## src/rtl/link_sleep_pkg.sv

```systemverilog
package link_sleep_pkg;
  typedef enum logic [1:0] {
    PM_RUN     = 2'd0,
    PM_DOZE    = 2'd1,
    PM_HALT    = 2'd2,
    PM_RESTART = 2'd3
  } pm_state_e;
endpackage

```

## src/rtl/sleep_bus_sync.sv

```systemverilog
module sleep_bus_sync #(
  parameter int   SYNC_STAGES = 2,
  parameter logic BUS_PASSIVE = 1'b0
) (
  input  logic clk,
  input  logic rst,
  input  logic bus_level,
  output logic wake_edge
);
  logic [SYNC_STAGES-1:0] sync_q;
  logic                   last_q;

  generate
    for (genvar g = 0; g < SYNC_STAGES; g++) begin : g_stage
      always_ff @(posedge clk) begin
        if (rst) sync_q[g] <= BUS_PASSIVE;
        else if (g == 0) sync_q[g] <= bus_level;
        else sync_q[g] <= sync_q[(g == 0) ? 0 : g-1];
      end
    end
  endgenerate

  always_ff @(posedge clk) begin
    if (rst) last_q <= BUS_PASSIVE;
    else     last_q <= sync_q[SYNC_STAGES-1];
  end

  assign wake_edge = (sync_q[SYNC_STAGES-1] != BUS_PASSIVE) && (last_q == BUS_PASSIVE);


  edge_single_chk: assert property (@(posedge clk) disable iff (rst)
    wake_edge |=> !wake_edge);
endmodule

```

## src/rtl/sleep_restart_timer.sv

```systemverilog
module sleep_restart_timer #(
  parameter int RESTART_CYCLES = 4
) (
  input  logic clk,
  input  logic rst,
  input  logic start,
  input  logic run,
  output logic done
);
  localparam int CW = (RESTART_CYCLES < 2) ? 1 : $clog2(RESTART_CYCLES);
  localparam logic [CW-1:0] LAST = CW'(RESTART_CYCLES - 1);

  logic [CW-1:0] cnt_q;

  always_ff @(posedge clk) begin
    if (rst || start)            cnt_q <= '0;
    else if (run && cnt_q != LAST) cnt_q <= cnt_q + 1'b1;
  end

  assign done = run && (cnt_q == LAST);


  timer_range_chk: assert property (@(posedge clk) disable iff (rst)
    cnt_q <= LAST);
endmodule

```

## src/rtl/sleep_mode_fsm.sv

```systemverilog
module sleep_mode_fsm
  import link_sleep_pkg::*;
(
  input  logic clk,
  input  logic rst,
  input  logic wait_pulse,
  input  logic stop_pulse,
  input  logic wcm,
  input  logic ie,
  input  logic msg_ok,
  input  logic eof_seen,
  input  logic wake_edge,
  input  logic timer_done,
  output logic timer_start,
  output logic timer_run,
  output logic clk_en,
  output logic tx_inhibit,
  output logic irq,
  output logic nmi_wake,
  output logic rx_reliable
);
  pm_state_e state_q, state_d;
  logic clk_en_q, tx_inh_q, irq_q, nmi_q, rel_q;
  logic go_halt;

  assign go_halt = stop_pulse || (wait_pulse && wcm);

  always_comb begin
    state_d = state_q;
    unique case (state_q)
      PM_RUN: begin
        if (go_halt)         state_d = PM_HALT;
        else if (wait_pulse) state_d = PM_DOZE;
      end
      PM_DOZE:    if (msg_ok)     state_d = PM_RUN;
      PM_HALT:    if (wake_edge)  state_d = PM_RESTART;
      PM_RESTART: if (timer_done) state_d = PM_RUN;
      default:                    state_d = PM_RUN;
    endcase
  end

  assign timer_start = (state_q == PM_HALT) && wake_edge;
  assign timer_run   = (state_q == PM_RESTART);

  always_ff @(posedge clk) begin
    if (rst) begin
      state_q  <= PM_RUN;
      clk_en_q <= 1'b1;
      tx_inh_q <= 1'b0;
      irq_q    <= 1'b0;
      nmi_q    <= 1'b0;
      rel_q    <= 1'b1;
    end else begin
      state_q  <= state_d;
      clk_en_q <= (state_d == PM_RUN) || (state_d == PM_DOZE);
      tx_inh_q <= (state_d != PM_RUN);
      irq_q    <= (state_q == PM_DOZE) && msg_ok && ie;
      nmi_q    <= timer_start;
      if (state_q == PM_RUN && state_d == PM_DOZE)
        rel_q <= 1'b1;
      else if (state_q == PM_RUN && state_d == PM_HALT)
        rel_q <= !stop_pulse && eof_seen;
    end
  end

  assign clk_en      = clk_en_q;
  assign tx_inhibit  = tx_inh_q;
  assign irq         = irq_q;
  assign nmi_wake    = nmi_q;
  assign rx_reliable = rel_q;


  gated_inhibit_chk: assert property (@(posedge clk) disable iff (rst)
    !clk_en |-> tx_inhibit);

  irq_pulse_chk: assert property (@(posedge clk) disable iff (rst)
    irq |=> !irq);

  irq_masked_chk: assert property (@(posedge clk) disable iff (rst)
    irq |-> ($past(ie) && !tx_inhibit));

  nmi_gated_chk: assert property (@(posedge clk) disable iff (rst)
    nmi_wake |-> (!clk_en && !irq));

  doze_hold_chk: assert property (@(posedge clk) disable iff (rst)
    (state_q == PM_DOZE && !msg_ok) |=> (state_q == PM_DOZE));
endmodule

```

## src/rtl/link_sleep_mgr.sv

```systemverilog
module link_sleep_mgr #(
  parameter int   RESTART_CYCLES = 4,
  parameter int   SYNC_STAGES    = 2,
  parameter logic BUS_PASSIVE    = 1'b0
) (
  input  logic clk,
  input  logic rst,
  input  logic wait_pulse,
  input  logic stop_pulse,
  input  logic wcm,
  input  logic ie,
  input  logic msg_ok,
  input  logic eof_seen,
  input  logic bus_level,
  output logic clk_en,
  output logic tx_inhibit,
  output logic irq,
  output logic nmi_wake,
  output logic rx_reliable
);
  logic wake_edge, timer_start, timer_run, timer_done;

  sleep_bus_sync #(
    .SYNC_STAGES (SYNC_STAGES),
    .BUS_PASSIVE (BUS_PASSIVE)
  ) u_sync (
    .clk       (clk),
    .rst       (rst),
    .bus_level (bus_level),
    .wake_edge (wake_edge)
  );

  sleep_restart_timer #(
    .RESTART_CYCLES (RESTART_CYCLES)
  ) u_timer (
    .clk   (clk),
    .rst   (rst),
    .start (timer_start),
    .run   (timer_run),
    .done  (timer_done)
  );

  sleep_mode_fsm u_fsm (
    .clk         (clk),
    .rst         (rst),
    .wait_pulse  (wait_pulse),
    .stop_pulse  (stop_pulse),
    .wcm         (wcm),
    .ie          (ie),
    .msg_ok      (msg_ok),
    .eof_seen    (eof_seen),
    .wake_edge   (wake_edge),
    .timer_done  (timer_done),
    .timer_start (timer_start),
    .timer_run   (timer_run),
    .clk_en      (clk_en),
    .tx_inhibit  (tx_inhibit),
    .irq         (irq),
    .nmi_wake    (nmi_wake),
    .rx_reliable (rx_reliable)
  );
endmodule

```

## config.mk

```make
export PLATFORM = sky130hd
export DESIGN_NAME = link_sleep_mgr
export DESIGN_NICKNAME = d
export VERILOG_FILES = /design/src/rtl/link_sleep_pkg.sv /design/src/rtl/sleep_bus_sync.sv /design/src/rtl/sleep_restart_timer.sv /design/src/rtl/sleep_mode_fsm.sv /design/src/rtl/link_sleep_mgr.sv
export SDC_FILE = /design/constraint.sdc
export NUM_CORES = 1
export LEC_CHECK = 0
export BUFFER_PORTS_ARGS = -buffer_cell sky130_fd_sc_hd__clkbuf_2
export CAP_MARGIN = 20
export CORE_MARGIN = 4
export CORE_UTILIZATION = 30
export DETAILED_ROUTE_END_ITERATION = 16
export GPL_ROUTABILITY_DRIVEN = 1
export HOLD_SLACK_MARGIN = 0.15
export PLACE_DENSITY = 0.59
export SLEW_MARGIN = 10
export SYNTH_ARGS = -nofsm -noshare
export SYNTH_HDL_FRONTEND = slang
export SYNTH_SLANG_ARGS = --single-unit
```

## constraint.sdc

```tcl
create_clock -name clk -period 1.2 [get_ports clk]
set_input_delay 0.12 -clock clk [delete_from_list [all_inputs] [get_ports clk]]
set_output_delay 0.12 -clock clk [all_outputs]
set_load 0.05 [all_outputs]
```

Yosys cells after proc, flatten, opt, wreduce, memory -nomap -nowiden. Index checks and enable logic that the tools add are counted.

Add/subtract/negate cells: 1. Eq/ne operators: 7. Mux-type cells: 6. Bitwise logic cells: 1. Reduce and logical (&&, ||, !) cells: 18.

Operators with widths (count): 1-bit logical AND (10); 2-bit 2-to-1 mux (5); 2-bit == test (second input constant) (4); 2-bit one-hot mux with 4 select lines (1); 2-bit by 1-bit == test with 1-bit output (second input constant) (2); 2-bit zero test (2); 1-bit logical OR (3); 2-bit by 1-bit adder with 2-bit output (second input constant) (1); 2-bit inequality test (second input constant) (1); 2-bit nonzero test (1); 2-bit OR reduction (1); 1-bit zero test (1); 1-bit NOT (1).

Register bits: 12. Input bits: 9. Output and inout bits: 5. Logic and storage cells: 43.

Logic depth before layout (Yosys ltp).
Word-level depth: 7. Mapped depth: 4. Depth with buffers taken out: 4.

Cells and area by module. From an unflattened synthesis, not the netlist that was laid out.

Cell total of the unflattened synthesis: 51. Area, all modules: 524.3 um^2.

By module, submodules not included: sleep_mode_fsm (instances 1, cells an instance 35, area an instance 324.1 um^2, sequential area each 140.1 um^2); sleep_restart_timer (instances 1, cells an instance 9, area an instance 112.6 um^2, sequential area each 40.0 um^2); sleep_bus_sync (instances 1, cells an instance 7, area an instance 87.6 um^2, sequential area each 60.1 um^2).

Least setup slack after synthesis. OpenSTA, ideal clock, no wires.

Path type: flip-flop to flip-flop. Start: register u_timer.cnt_q[0]. End: register u_fsm.state_q[0]. Setup time: 0.086 ns. Arrival time: 1.072 ns. Required time: 1.114 ns. Setup slack: 0.042 ns. Cell stages (with the launch flop): 4. Buffers on the path: 0. Period minus slack after synthesis: 1.158 ns. Cell sequence: dfxtp_1 > ha_1 > mux2_2 > a221oi_2.

Cells in the longest elaborated chain, start to end: 4.

Ends and longest elaborated chain: start, declared (line sleep_restart_timer.sv:13) `logic [CW-1:0] cnt_q;`; start signal, assigned (line sleep_restart_timer.sv:17) `else if (run && cnt_q != LAST) cnt_q <= cnt_q + 1'b1;`; 2-bit == test (line sleep_restart_timer.sv:20) `assign done = run && (cnt_q == LAST);`; 1-bit logical AND (line sleep_restart_timer.sv:20); 2-bit 2-to-1 mux (line sleep_mode_fsm.sv:37) `PM_RESTART: if (timer_done) state_d = PM_RUN;`; 2-bit one-hot mux with 4 select lines (line sleep_mode_fsm.sv:30) `unique case (state_q)`; end signal, assigned (line sleep_mode_fsm.sv:54) `state_q <= state_d;`; end, declared (line sleep_mode_fsm.sv:22) `pm_state_e state_q, state_d;`.

No other way between the ends. A chain may end at the register's enable or synchronous reset.

Worst setup path after layout.
Start: register u_fsm.state_q[0]. End: register u_fsm.state_q[0].

Cells in the longest elaborated chain, start to end: 4. Elaborated cells between the ends (all ways): 11. Those cells by class: 3 x eq/ne; 6 x mux; 2 x reduce/logical.

Ends and longest elaborated chain (line): 2-bit == test (sleep_mode_fsm.sv:30, sleep_mode_fsm.sv:43); 1-bit logical AND (sleep_restart_timer.sv:20); 2-bit 2-to-1 mux (sleep_mode_fsm.sv:37); 2-bit one-hot mux with 4 select lines (*) (sleep_mode_fsm.sv:30).

Mark *: on every way between the ends. The rest lies on a longest branch, timed or not.

==> results.sh <==
export IMPL_status="completed"
export IMPL_routed_wl_um=1030
export IMPL_holdWs_ps=162
export IMPL_core_mm2=0.00156
export IMPL_gp_congestion=0.730
export IMPL_crit_path_end_kind="flip-flop"
export IMPL_r2r_start="u_fsm.state_q[0]$_SDFF_PP0_"
export IMPL_ir_drop_mv=0.603
export IMPL_worst_pin_slew_ps=277
export IMPL_tns_ps=0
export IMPL_clk_pin_slew_ps=70
export IMPL_worstPathMaxFanout=5
export IMPL_synthMuxAreaShare=0.0642
export IMPL_worstReg2RegEnd="u_fsm.state_q[0]$_SDFF_PP0_"
export IMPL_synth_xor_xnor_area_share=0
export IMPL_fin_skew_ps=1.48
export IMPL_synth_seq_cells=12
export IMPL_synthSimpleGateAreaFrac=0.259
export IMPL_final_util=0.463
export IMPL_drtIter0Drc=3
export IMPL_htree_levels=1
export IMPL_dr_pass1_iters=2
export IMPL_port_buffers=13
export IMPL_post_cts_setup_buffers=0
export IMPL_clockBufferDepth=2
export IMPL_synth_area_top_cells="dfxtp_1 47%, nor2b_1 6.2%, mux2_2 4.4%"
export IMPL_overflow=0
export IMPL_critPathLaunch="u_fsm.state_q[0]$_SDFF_PP0_"
export IMPL_diodes=0
export IMPL_fin_nets=84
export IMPL_postSynthCellCount=50
export IMPL_finalSetupViolations=0
export IMPL_powerDensity_mw_per_mm2=1220
export IMPL_vias=452
export IMPL_route_detailed_wl_per_inst_um=11.7
export IMPL_fin_crit_ps=1190
export IMPL_async_flop_share=0
export IMPL_yosys_area_share_adder=0.0247
export IMPL_final_hold_viol_count=0
export IMPL_synth_top_cell_area_share=0.474
export IMPL_crit_type="reg -> reg"
export IMPL_synth_distinct_cells=25
export IMPL_grt_start_max_net_pins=13
export IMPL_die_h_um=49.1
export IMPL_cts_buffers=3
export IMPL_synth_top_family_by_area="simple AND/OR/NAND/NOR gates"
export IMPL_pin_count=14
export IMPL_yosysSeqAreaShare=0.474
export IMPL_rsz0062_at_grt="yes"
export IMPL_multi_input_area_um2=273
export IMPL_power_uw=881
export IMPL_grt_usage=0.0994
export IMPL_synth_top_flop_cell="dfxtp_1"
export IMPL_min_period_over_period=0.988
export IMPL_rrSetupSlack_ps=10
export IMPL_syn_nets=60
export IMPL_p_leak_uw=0.000296
export IMPL_syn2layout_area_growth_pct=42.5
export IMPL_initial_core_util=0.325
export IMPL_crit_arrival_ps=1370
export IMPL_antenna_found_initial=0
export IMPL_synth_area_per_cell_um2=10.1
export IMPL_cts_root_buf="clkbuf_4"
export IMPL_n_fill_cell=144
export IMPL_cts_sinks=12
export IMPL_fmax_ghz=0.844
export IMPL_reg2regPathDepth=2
export IMPL_setup_worst_path_start_class="flip-flop"
export IMPL_maxSlewViolCount=0
export IMPL_dieArea_mm2=0.00241
export IMPL_maxCapViolations=0
export IMPL_synth_largest_area_cell="dfxtp_1"
export IMPL_most_common_layout_cells="13 x clkbuf_2, 8 x dfxtp_1, 5 x nor2b_1, 5 x dlygate4sd3_1"
export IMPL_drc=0
export IMPL_drive_gt1_frac=0.431
export IMPL_regArea_um2=250
export IMPL_drt_antenna_violating_nets=0
export IMPL_syn_area_um2=507
export IMPL_critical_path_required_ps=1380
export IMPL_cp_endpoint="u_fsm.state_q[0]$_SDFF_PP0_"
export IMPL_grt_first_pass_wirelength_um=1780
export IMPL_yosys_warnings=0
export IMPL_final_common_cell="clkbuf_2"
export IMPL_hold_class="in -> reg"
export IMPL_rows=14
export IMPL_cts_tree="yes"
export IMPL_synth_compound_area_share=0.136
export IMPL_max_slew_margin=0.816
export IMPL_avgViaCountPerCell=5.14
export IMPL_die_w_um=49.1
export IMPL_synth_edff_count=0
export IMPL_clk_insertion_delay_late_ps=270
export IMPL_grt_pass1_vias=418
-- worst min path at each step --
stage / start / endpoint / cells past startpoint
global route: stop_pulse / u_fsm.state_q[0]$_SDFF_PP0_ / 3
finish: stop_pulse / u_fsm.state_q[0]$_SDFF_PP0_ / 3
floorplan: rst / u_sync.last_q$_SDFF_PP0_ / 1
CTS: stop_pulse / u_fsm.state_q[0]$_SDFF_PP0_ / 3
global placement: bus_level / u_sync.sync_q[0]$_SDFF_PP0_ / 2
detailed placement: bus_level / u_sync.sync_q[0]$_SDFF_PP0_ / 2
-- registers in the layout, indices dropped and copies added (netlist names) --
name and count:
u_sync.last_q 1, u_fsm.nmi_wake 1, u_timer.cnt_q 2, u_sync.sync_q 2
u_fsm.rx_reliable 1, u_fsm.clk_en 1, u_fsm.tx_inhibit 1, u_fsm.irq 1
u_fsm.state_q 2
-- synth_stat cells, drive strengths merged (2+ instances only) --
cell / number
a221oi: 2
nor2b: 5
buf: 2
a21oi: 2
inv: 2
a31oi: 2
nand2: 2
nor3: 2
nand3b: 3
dfxtp: 12
nand2b: 3
mux2: 2
-- timing repair --
action | in CTS | in global routing
gates resized for setup | 2 | 9
hold endpoints to repair | 5 | 0
setup endpoints to repair | 1 | 3
pin swaps | 2 | 5
hold buffers | 5 | 0
-- critical path: stages, from the launching register on --
cell	delay [ps]
dfxtp_4	360
or4_4	510
a221oi_2	230
-- metrics by stage --
stage	setup WS (ps)	cells	instance area, um^2
2_1_floorplan	42.2	50	507
3_3_place_gp	22.0	80	608
3_5_place_dp	-12.9	80	608
4_1_cts	27.6	88	684
5_1_grt	-36.2	88	722
6_report	14.8	88	722
-- layer usage --
metal / vias up / GRT usage / part of all wire
met5: - / 0 / 0
met4: 0 / 0.0711 / 0.035
met3: 5 / 0.0459 / 0.045
met2: 10 / 0.150 / 0.48
met1: 207 / 0.109 / 0.44
li1: 230 / - / -
-- area by class of cell --
type,count,share of cell area
Clock buffer,3,0.0312
Inverter,2,0.0104
Multi-Input combinational cell,33,0.378
Sequential cell,12,0.347
Tap cell,16,0.0277
Timing Repair Buffer,22,0.206
-- logic make-up after synthesis --
family                     count (synthesis)
and+or+nand+nor                           20
muxes                                      3
adders and majority gates                  1
buffers and inverters                      5
AOI/OAI and AO/OA                          9
DFF                                       12
-- where the power goes --
group | total [uW] | internal, uW | switching, uW
sequential | 445 | 426 | 18.9
clock | 241 | 116 | 125
combinational | 195 | 91.7 | 104
(Power assumes the default switching activity.)
